**src/rtl/pp_pkg.sv**
```systemverilog
package pp_pkg;
    localparam int unsigned SIZE_MIN = 40;
    localparam int unsigned SIZE_MAX = 5114;

    typedef enum logic [1:0] {
        LD_IDLE = 2'd0,
        LD_FILL = 2'd1,
        LD_HOLD = 2'd2
    } ld_state_t;

    typedef enum logic {
        UL_IDLE = 1'b0,
        UL_RUN  = 1'b1
    } ul_state_t;
endpackage

```
**src/rtl/pp_bank.sv**
```systemverilog
module pp_bank #(
    parameter int CH    = 1,
    parameter int DEPTH = 128,
    parameter int AW    = 7
) (
    input  logic          clk,
    input  logic          we,
    input  logic [AW-1:0] waddr,
    input  logic [CH-1:0] wdata,
    input  logic [AW-1:0] raddr_seq,
    input  logic [AW-1:0] raddr_prm,
    output logic [CH-1:0] rdata_seq,
    output logic [CH-1:0] rdata_prm
);
    logic [CH-1:0] store [DEPTH];

    always_ff @(posedge clk) begin
        if (we) store[waddr] <= wdata;
    end

    // the permuted port is read-only
    assign rdata_seq = store[raddr_seq];
    assign rdata_prm = store[raddr_prm];
endmodule

```
**src/rtl/pp_load_ctrl.sv**
```systemverilog
module pp_load_ctrl
    import pp_pkg::*;
#(
    parameter int SW = 13,
    parameter int AW = 7
) (
    input  logic          clk,
    input  logic          ce,
    input  logic          sclr,
    input  logic          first_in,
    input  logic          new_in,
    input  logic [SW-1:0] size_in,
    input  logic [1:0]    bank_full,
    output logic          wr_en,
    output logic [AW-1:0] wr_addr,
    output logic          wbank,
    output logic          fd_hit,
    output logic          load_done,
    output logic          rdy_first,
    output logic          rdy_data,
    output logic          size_ok
);
    localparam logic [SW-1:0] ONE = SW'(1);
    localparam logic [SW-1:0] LO  = SW'(SIZE_MIN);
    localparam logic [SW-1:0] HI  = SW'(SIZE_MAX);

    ld_state_t     state, state_nxt;
    logic [SW-1:0] cnt, len;
    logic          wbank_q, size_ok_q, fill_hit;

    always_comb begin
        state_nxt = state;
        unique case (state)
            LD_IDLE: if (fd_hit) state_nxt = LD_FILL;
            LD_FILL: if (load_done) state_nxt = bank_full[~wbank_q] ? LD_HOLD : LD_IDLE;
            LD_HOLD: if (!bank_full[wbank_q]) state_nxt = LD_IDLE;
            default: state_nxt = LD_IDLE;
        endcase
    end

    always_ff @(posedge clk) begin
        if (ce) begin
            if (sclr) begin
                state     <= LD_IDLE;
                cnt       <= '0;
                len       <= '0;
                wbank_q   <= 1'b0;
                size_ok_q <= 1'b0;
            end else begin
                state <= state_nxt;
                if (fd_hit) begin
                    cnt       <= ONE;
                    len       <= size_in;
                    size_ok_q <= (size_in >= LO) && (size_in <= HI);
                end else if (fill_hit) begin
                    cnt <= cnt + ONE;
                end
                if (load_done) wbank_q <= ~wbank_q;
            end
        end
    end

    always_comb begin
        fd_hit    = (state == LD_IDLE) && first_in && new_in;
        fill_hit  = (state == LD_FILL) && new_in;
        load_done = fill_hit && (cnt == len - ONE);
        wr_en     = fd_hit || fill_hit;
        wr_addr   = fd_hit ? '0 : cnt[AW-1:0];
        wbank     = wbank_q;
        rdy_first = (state == LD_IDLE);
        rdy_data  = (state != LD_HOLD);
        size_ok   = size_ok_q;
    end
endmodule

```
**src/rtl/pp_unload_ctrl.sv**
```systemverilog
module pp_unload_ctrl
    import pp_pkg::*;
#(
    parameter int SW = 13,
    parameter int AW = 7
) (
    input  logic          clk,
    input  logic          ce,
    input  logic          sclr,
    input  logic          dn_ready,
    input  logic          perm_vld,
    input  logic [1:0]    bank_full,
    input  logic [SW-1:0] bank_len,
    output logic          rbank,
    output logic [AW-1:0] seq_addr,
    output logic          take,
    output logic          unload_done,
    output logic          out_vld
);
    localparam logic [SW-1:0] ONE = SW'(1);

    ul_state_t     state, state_nxt;
    logic [SW-1:0] cnt;
    logic          rbank_q, vld_q, last;

    always_comb begin
        state_nxt = state;
        unique case (state)
            UL_IDLE: if (bank_full[rbank_q]) state_nxt = UL_RUN;
            UL_RUN:  if (take && last) state_nxt = UL_IDLE;
            default: state_nxt = UL_IDLE;
        endcase
    end

    always_ff @(posedge clk) begin
        if (ce) begin
            if (sclr) begin
                state   <= UL_IDLE;
                cnt     <= '0;
                rbank_q <= 1'b0;
                vld_q   <= 1'b0;
            end else if (dn_ready) begin
                state <= state_nxt;
                vld_q <= take;
                if (state == UL_IDLE) cnt <= '0;
                else if (take)        cnt <= cnt + ONE;
                if (unload_done) rbank_q <= ~rbank_q;
            end
        end
    end

    always_comb begin
        take        = (state == UL_RUN) && perm_vld;
        last        = (cnt == bank_len - ONE);
        unload_done = take && last && dn_ready;
        seq_addr    = cnt[AW-1:0];
        rbank       = rbank_q;
        out_vld     = vld_q;
    end
endmodule

```
**src/rtl/pp_block_buffer.sv**
```systemverilog
module pp_block_buffer #(
    parameter int CH    = 1,
    parameter int DEPTH = 128,
    parameter int SW    = 13,
    localparam int AW   = $clog2(DEPTH)
) (
    input  logic          clk,
    input  logic          ce,
    input  logic          sclr,
    input  logic          first_in,
    input  logic          new_in,
    input  logic [SW-1:0] size_in,
    input  logic [CH-1:0] bit_in,
    output logic          rdy_first,
    output logic          rdy_data,
    output logic          size_ok,
    input  logic [AW-1:0] perm_addr,
    input  logic          perm_vld,
    input  logic          dn_ready,
    output logic          out_vld,
    output logic [CH-1:0] out_straight,
    output logic [CH-1:0] out_perm
);
    logic          act;
    logic          wr_en, wbank, fd_hit, load_done;
    logic [AW-1:0] wr_addr, seq_addr;
    logic          rbank, take, unload_done;
    logic [1:0]    full;
    logic [SW-1:0] len_q [2];
    logic [CH-1:0] rd_seq [2];
    logic [CH-1:0] rd_prm [2];

    assign act = ce && !sclr;

    pp_load_ctrl #(.SW(SW), .AW(AW)) u_load (
        .clk(clk), .ce(ce), .sclr(sclr), .first_in(first_in), .new_in(new_in),
        .size_in(size_in), .bank_full(full), .wr_en(wr_en), .wr_addr(wr_addr),
        .wbank(wbank), .fd_hit(fd_hit), .load_done(load_done),
        .rdy_first(rdy_first), .rdy_data(rdy_data), .size_ok(size_ok)
    );

    pp_unload_ctrl #(.SW(SW), .AW(AW)) u_unload (
        .clk(clk), .ce(ce), .sclr(sclr), .dn_ready(dn_ready), .perm_vld(perm_vld),
        .bank_full(full), .bank_len(len_q[rbank]), .rbank(rbank), .seq_addr(seq_addr),
        .take(take), .unload_done(unload_done), .out_vld(out_vld)
    );

    for (genvar b = 0; b < 2; b++) begin : g_bank
        localparam logic BID = 1'(b);
        pp_bank #(.CH(CH), .DEPTH(DEPTH), .AW(AW)) u_bank (
            .clk(clk), .we(act && wr_en && (wbank == BID)), .waddr(wr_addr),
            .wdata(bit_in), .raddr_seq(seq_addr), .raddr_prm(perm_addr),
            .rdata_seq(rd_seq[b]), .rdata_prm(rd_prm[b])
        );
    end

    // occupancy and per-bank length
    always_ff @(posedge clk) begin
        if (ce) begin
            if (sclr) begin
                full     <= 2'b00;
                len_q[0] <= '0;
                len_q[1] <= '0;
            end else begin
                if (load_done)   full[wbank]  <= 1'b1;
                if (unload_done) full[rbank]  <= 1'b0;
                if (fd_hit)      len_q[wbank] <= size_in;
            end
        end
    end

    always_ff @(posedge clk) begin
        if (ce) begin
            if (sclr) begin
                out_straight <= '0;
                out_perm     <= '0;
            end else if (dn_ready && take) begin
                out_straight <= rd_seq[rbank];
                out_perm     <= rd_prm[rbank];
            end
        end
    end
endmodule

```
**config.mk**
```make
export PLATFORM = sky130hd
export DESIGN_NAME = pp_block_buffer
export DESIGN_NICKNAME = d
export VERILOG_FILES = /design/src/rtl/pp_pkg.sv /design/src/rtl/pp_bank.sv /design/src/rtl/pp_load_ctrl.sv /design/src/rtl/pp_unload_ctrl.sv /design/src/rtl/pp_block_buffer.sv
export SDC_FILE = /design/constraint.sdc
export NUM_CORES = 1
export LEC_CHECK = 0
export ABC_AREA = 1
export CAP_MARGIN = 20
export CORE_ASPECT_RATIO = 0.9
export CORE_MARGIN = 2
export CORE_UTILIZATION = 50
export CTS_CLUSTER_DIAMETER = 200
export CTS_CLUSTER_SIZE = 25
export DETAILED_ROUTE_END_ITERATION = 12
export PLACE_DENSITY = 0.67
export SYNTH_ARGS = -nofsm -noshare
export SYNTH_HDL_FRONTEND = slang
export SYNTH_SLANG_ARGS = --single-unit
```
**constraint.sdc**
```tcl
create_clock -name clk -period 2.8 [get_ports clk]
set_clock_uncertainty 0.15 [all_clocks]
set_input_delay 0.7 -clock clk [delete_from_list [all_inputs] [get_ports clk]]
set_output_delay 0.7 -clock clk [all_outputs]
set_load 0.05 [all_outputs]
```
==> results.py, run 1 <==
metrics = {
    "die": {
        "die_h_um": 189,
        "die_w_um": 209,
        "fp.dieArea_sq_mm": 0.0396,
        "core-area_sq_mm": 0.0374,
        "ios": 34,
        "start_util": 0.508,
        "rows": 67,
    },
    "yosys": {
        "synth_warnings": 0,
        "syn_nets": 2374,
        "synth.area.top_cells": "edfxtp_1 52%, nor2_1 12%, nand2_1 8.4%",
        "yosys.area.top_type_share": 0.525,
        "syn_area_sq_mm": 0.0190,
        "synthFlopType": "edfxtp_1",
        "postSynthAreaPerCell_sq_um": 8.11,
        "synth_seq_cells": 340,
        "synth_cells": 2342,
        "synth_top_cell_by_area": "edfxtp_1",
        "synth.most_common_cell": "nor2_1",
        "synth_cell_type_count": 45,
        "synth-async-reset-ratio": 0,
        "ys_seq_area_frac": 0.533,
        "yosys-top-cells-count": "626 x nor2_1, 427 x nand2_1, 332 x edfxtp_1",
        "synth_edf_count": 332,
    },
    "worst_setup_path": {
        "cpPeakStageDelay_ns": 0.45,
        "critPathBufInv": 1,
        "end_kind": "output port",
        "reg2reg_slack_ns": 0.26,
        "r2r_end": "u_load.state[0]$_SDFFCE_PP0P_",
        "required_ns": 1.95,
        "path_delay_family": "flip-flops",
        "crit_slowest_cell": "edfxtp_1",
        "reg2reg_depth": 12,
        "cp_max_fo": 4,
        "path_cells": "or2_2 > dlygate4sd2_1",
        "criticalPathCategory": "reg2out",
        "critPathArrivalTime_ns": 1.78,
        "worstReg2RegStart": "u_load.len[0]$_SDFFCE_PP0P_",
        "start_kind": "flip-flop",
    },
    "sta": {
        "finalMaxSlewViolations": 0,
        "worst_pin_slew_ns": 0.759,
        "layout_min_cycle_time_ns": 2.63,
        "fin_setup_tns_ns": 0,
        "setup_ws_ns": 0.169,
        "max_freq_mhz": 380,
        "relSlewSlack": 0.493,
        "hold_viol": 0,
        "rsz0062_at_grt": "false",
        "report.final.setup_viol": 0,
        "worst_hold_slack_ns": 0.438,
        "period_share": 0.940,
    },
    "hold_path": {
        "min_path_type": "reg2reg",
        "min_path_cells": 2,
        "min_from": "u_unload.rbank$_SDFFCE_PP0P_",
    },
    "pwr": {
        "p_int_mw": 7.38,
        "power_frac_seq": 0.555,
        "p_clk_frac": 0.267,
        "p_sw_mw": 2.93,
        "p_sw_frac": 0.284,
        "p_comb_frac": 0.178,
        "p_leak_nw": 7.27,
        "irDropWorstVdd_uv": 333,
        "power.density_mw_per_mm2": 489,
    },
    "route": {
        "vias": 17208,
        "drtIter0Drc": 2029,
        "top_layer_used": "met4",
        "viasPerCell": 6.05,
        "drc": 0,
        "ant_nets": 0,
        "dr_wl_met2_um": 25700,
        "drt-pass1-iter-count": 6,
        "wl_um": 57200,
        "routedWlPerCell_um": 20.1,
        "wl_met3_um": 5910,
        "wirelength_met1_um": 23800,
    },
    "layout": {
        "antenna_cells": 0,
        "layout-drive-gt1-share": 0.0796,
        "finalNetCount": 2388,
        "fillers": 3399,
        "final_util": 0.563,
        "seq_area_sq_mm": 0.0101,
        "syn_to_final_growth_pct": 10.8,
        "instances_no_fill": 2844,
        "multi_input_area_sq_mm": 0.00786,
    },
    "place": {
        "dp_hpwl_um": 36400,
        "dp_worst_setup_slack_ns": -0.105,
        "dp_cells": 2820,
        "portBuffers": 33,
        "place_congestion": 0.888,
    },
    "clocking": {
        "cts_setup_buffers": 0,
        "cts_hold_buffers": 0,
        "htree_levels": 1,
        "cts_tree": "built",
        "clock_latency_ns": 0.53,
        "cts-root-buf": "clkbuf_16",
        "cts_buffer_depth": 3,
        "path_clk_slew_ns": 0.10,
        "numClockSinks": 340,
        "cts_buffers": 17,
    },
    "grt": {
        "grt_overflow": 0,
        "grt_first_pass_wirelength_um": 88800,
        "grt_antenna_before_repair": 0,
        "grt_max_degree": 101,
        "grt_use_total": 0.286,
        "grt_pass1_vias": 15948,
    },
    "status": {
        "status": "completed",
    },
    "flow_run": {
        "maxCapViolCount": 0,
    },
}
[state kept, by name (all words and copies together) (netlist names), named ones only]
signal / flops
u_load.state: 2
g_bank.u_bank.store: 256
u_load.cnt: 13
u_load.size_ok: 1
full: 2
u_unload.rbank: 1
u_unload.state: 1
u_load.len: 13
out_straight: 1
u_load.wbank: 1
u_unload.cnt: 13
out_perm: 1
len_q: 26
u_unload.out_vld: 1
[stage by stage]
stage / power [mW] / area (sq um)
floorplan: 6.88 / 19000
global placement: 7.58 / 20600
detailed placement: 7.61 / 20600
CTS: 10.3 / 21000
global route: 10.7 / 21100
finish: 10.3 / 21100
[power groups by stage]
stage	registers [mW]	logic, mW	clock network, mW
after global placement	5.84	1.75	0
after floorplan	5.83	1.05	0
after global routing	5.73	1.97	2.95
after detailed placement	5.84	1.77	0
after CTS	5.72	1.78	2.78
final	5.72	1.83	2.75
[cell usage in the layout, fill, tap and decap left out, drive strengths merged]
cell type and count:
a31oi 1, edfxtp 332, o21bai 1, o21ai 288, a211oi 1, o31ai 3
nand3b 3, nand4 10, nor3 23, a221oi 1, nor4 4, o22ai 128
clkinv 5, dlygate4sd2 2, clkdlybuf4s50 28, ha 4, nand2 436, nand3 115
and3 1, xnor2 4, nor2 643, a21boi 1, o211ai 2, o221ai 2
o311ai 2, xor2 19, inv 110, buf 116, clkbuf 23, a21oi 39
or2 6, dfxtp 8
[metal layers]
layer | vias to the layer above | track usage
met1 | 8134 | 0.406
met3 | 156 | 0.0405
met5 | - | 0
met2 | 959 | 0.453
met4 | 0 | 0.103
li1 | 7959 | -
[kinds of logic after synthesis]
logic type / share of synthesized area
AOI/OAI and AO/OA: 0.134
xor gates and xnor gates: 0.0106
adders and majority gates: 0.00263
buffers and inverters: 0.0560
DFF: 0.533
and+or+nand+nor: 0.263
[tightest hold or removal path: stages, from the launching register on]
cell      delay, ns
edfxtp_1       0.44
nand2_1        0.08
nand2_1        0.05
[final cells by class]
| class | count | area share |
|---|---|---|
| sequential | 340 | 0.481 |
| clock inverter | 1 | 0.000535 |
| inverter | 114 | 0.0204 |
| clock buffer | 23 | 0.0213 |
| tap | 483 | 0.0287 |
| multi-input combinational | 1737 | 0.373 |
| timing repair buffer | 146 | 0.0746 |
[worst max path at each step]
stage | cells after the start | end | startpoint
2_1_floorplan | 6 | u_load.cnt[0]$_SDFFCE_PP0P_ | u_load.state[1]$_SDFFCE_PP0P_
3_3_place_gp | 11 | g_bank[1].u_bank.store[99]$_DFFE_PP_ | new_in
3_5_place_dp | 11 | g_bank[0].u_bank.store[100]$_DFFE_PP_ | new_in
4_1_cts | 16 | u_unload.rbank$_SDFFCE_PP0P_ | flip-flop
5_1_grt | 19 | u_unload.rbank$_SDFFCE_PP0P_ | flip-flop
6_report | 2 | rdy_data | u_load.state[0]$_SDFFCE_PP0P_
[timing repair]
action	in CTS	in global routing
pin swaps	0	0
resized for setup	2	6
hold endpoints to repair	0	0
endpoints found under the setup margin	2	6
Note: power is estimated with default switching activity, not from simulation.
==> inputs of run 2 (changes only) <==
--- a/config.mk
+++ b/config.mk
@@ -6,7 +6,8 @@
 export NUM_CORES = 1
 export LEC_CHECK = 0
 export ABC_AREA = 1
-export CAP_MARGIN = 20
+export ABC_CLOCK_PERIOD_IN_PS = 2800
+export CAP_MARGIN = 15
 export CORE_ASPECT_RATIO = 0.9
 export CORE_MARGIN = 2
 export CORE_UTILIZATION = 50
==> results of run 2 <==
The final DEF is identical to that of run 1; final timing and power are the same.
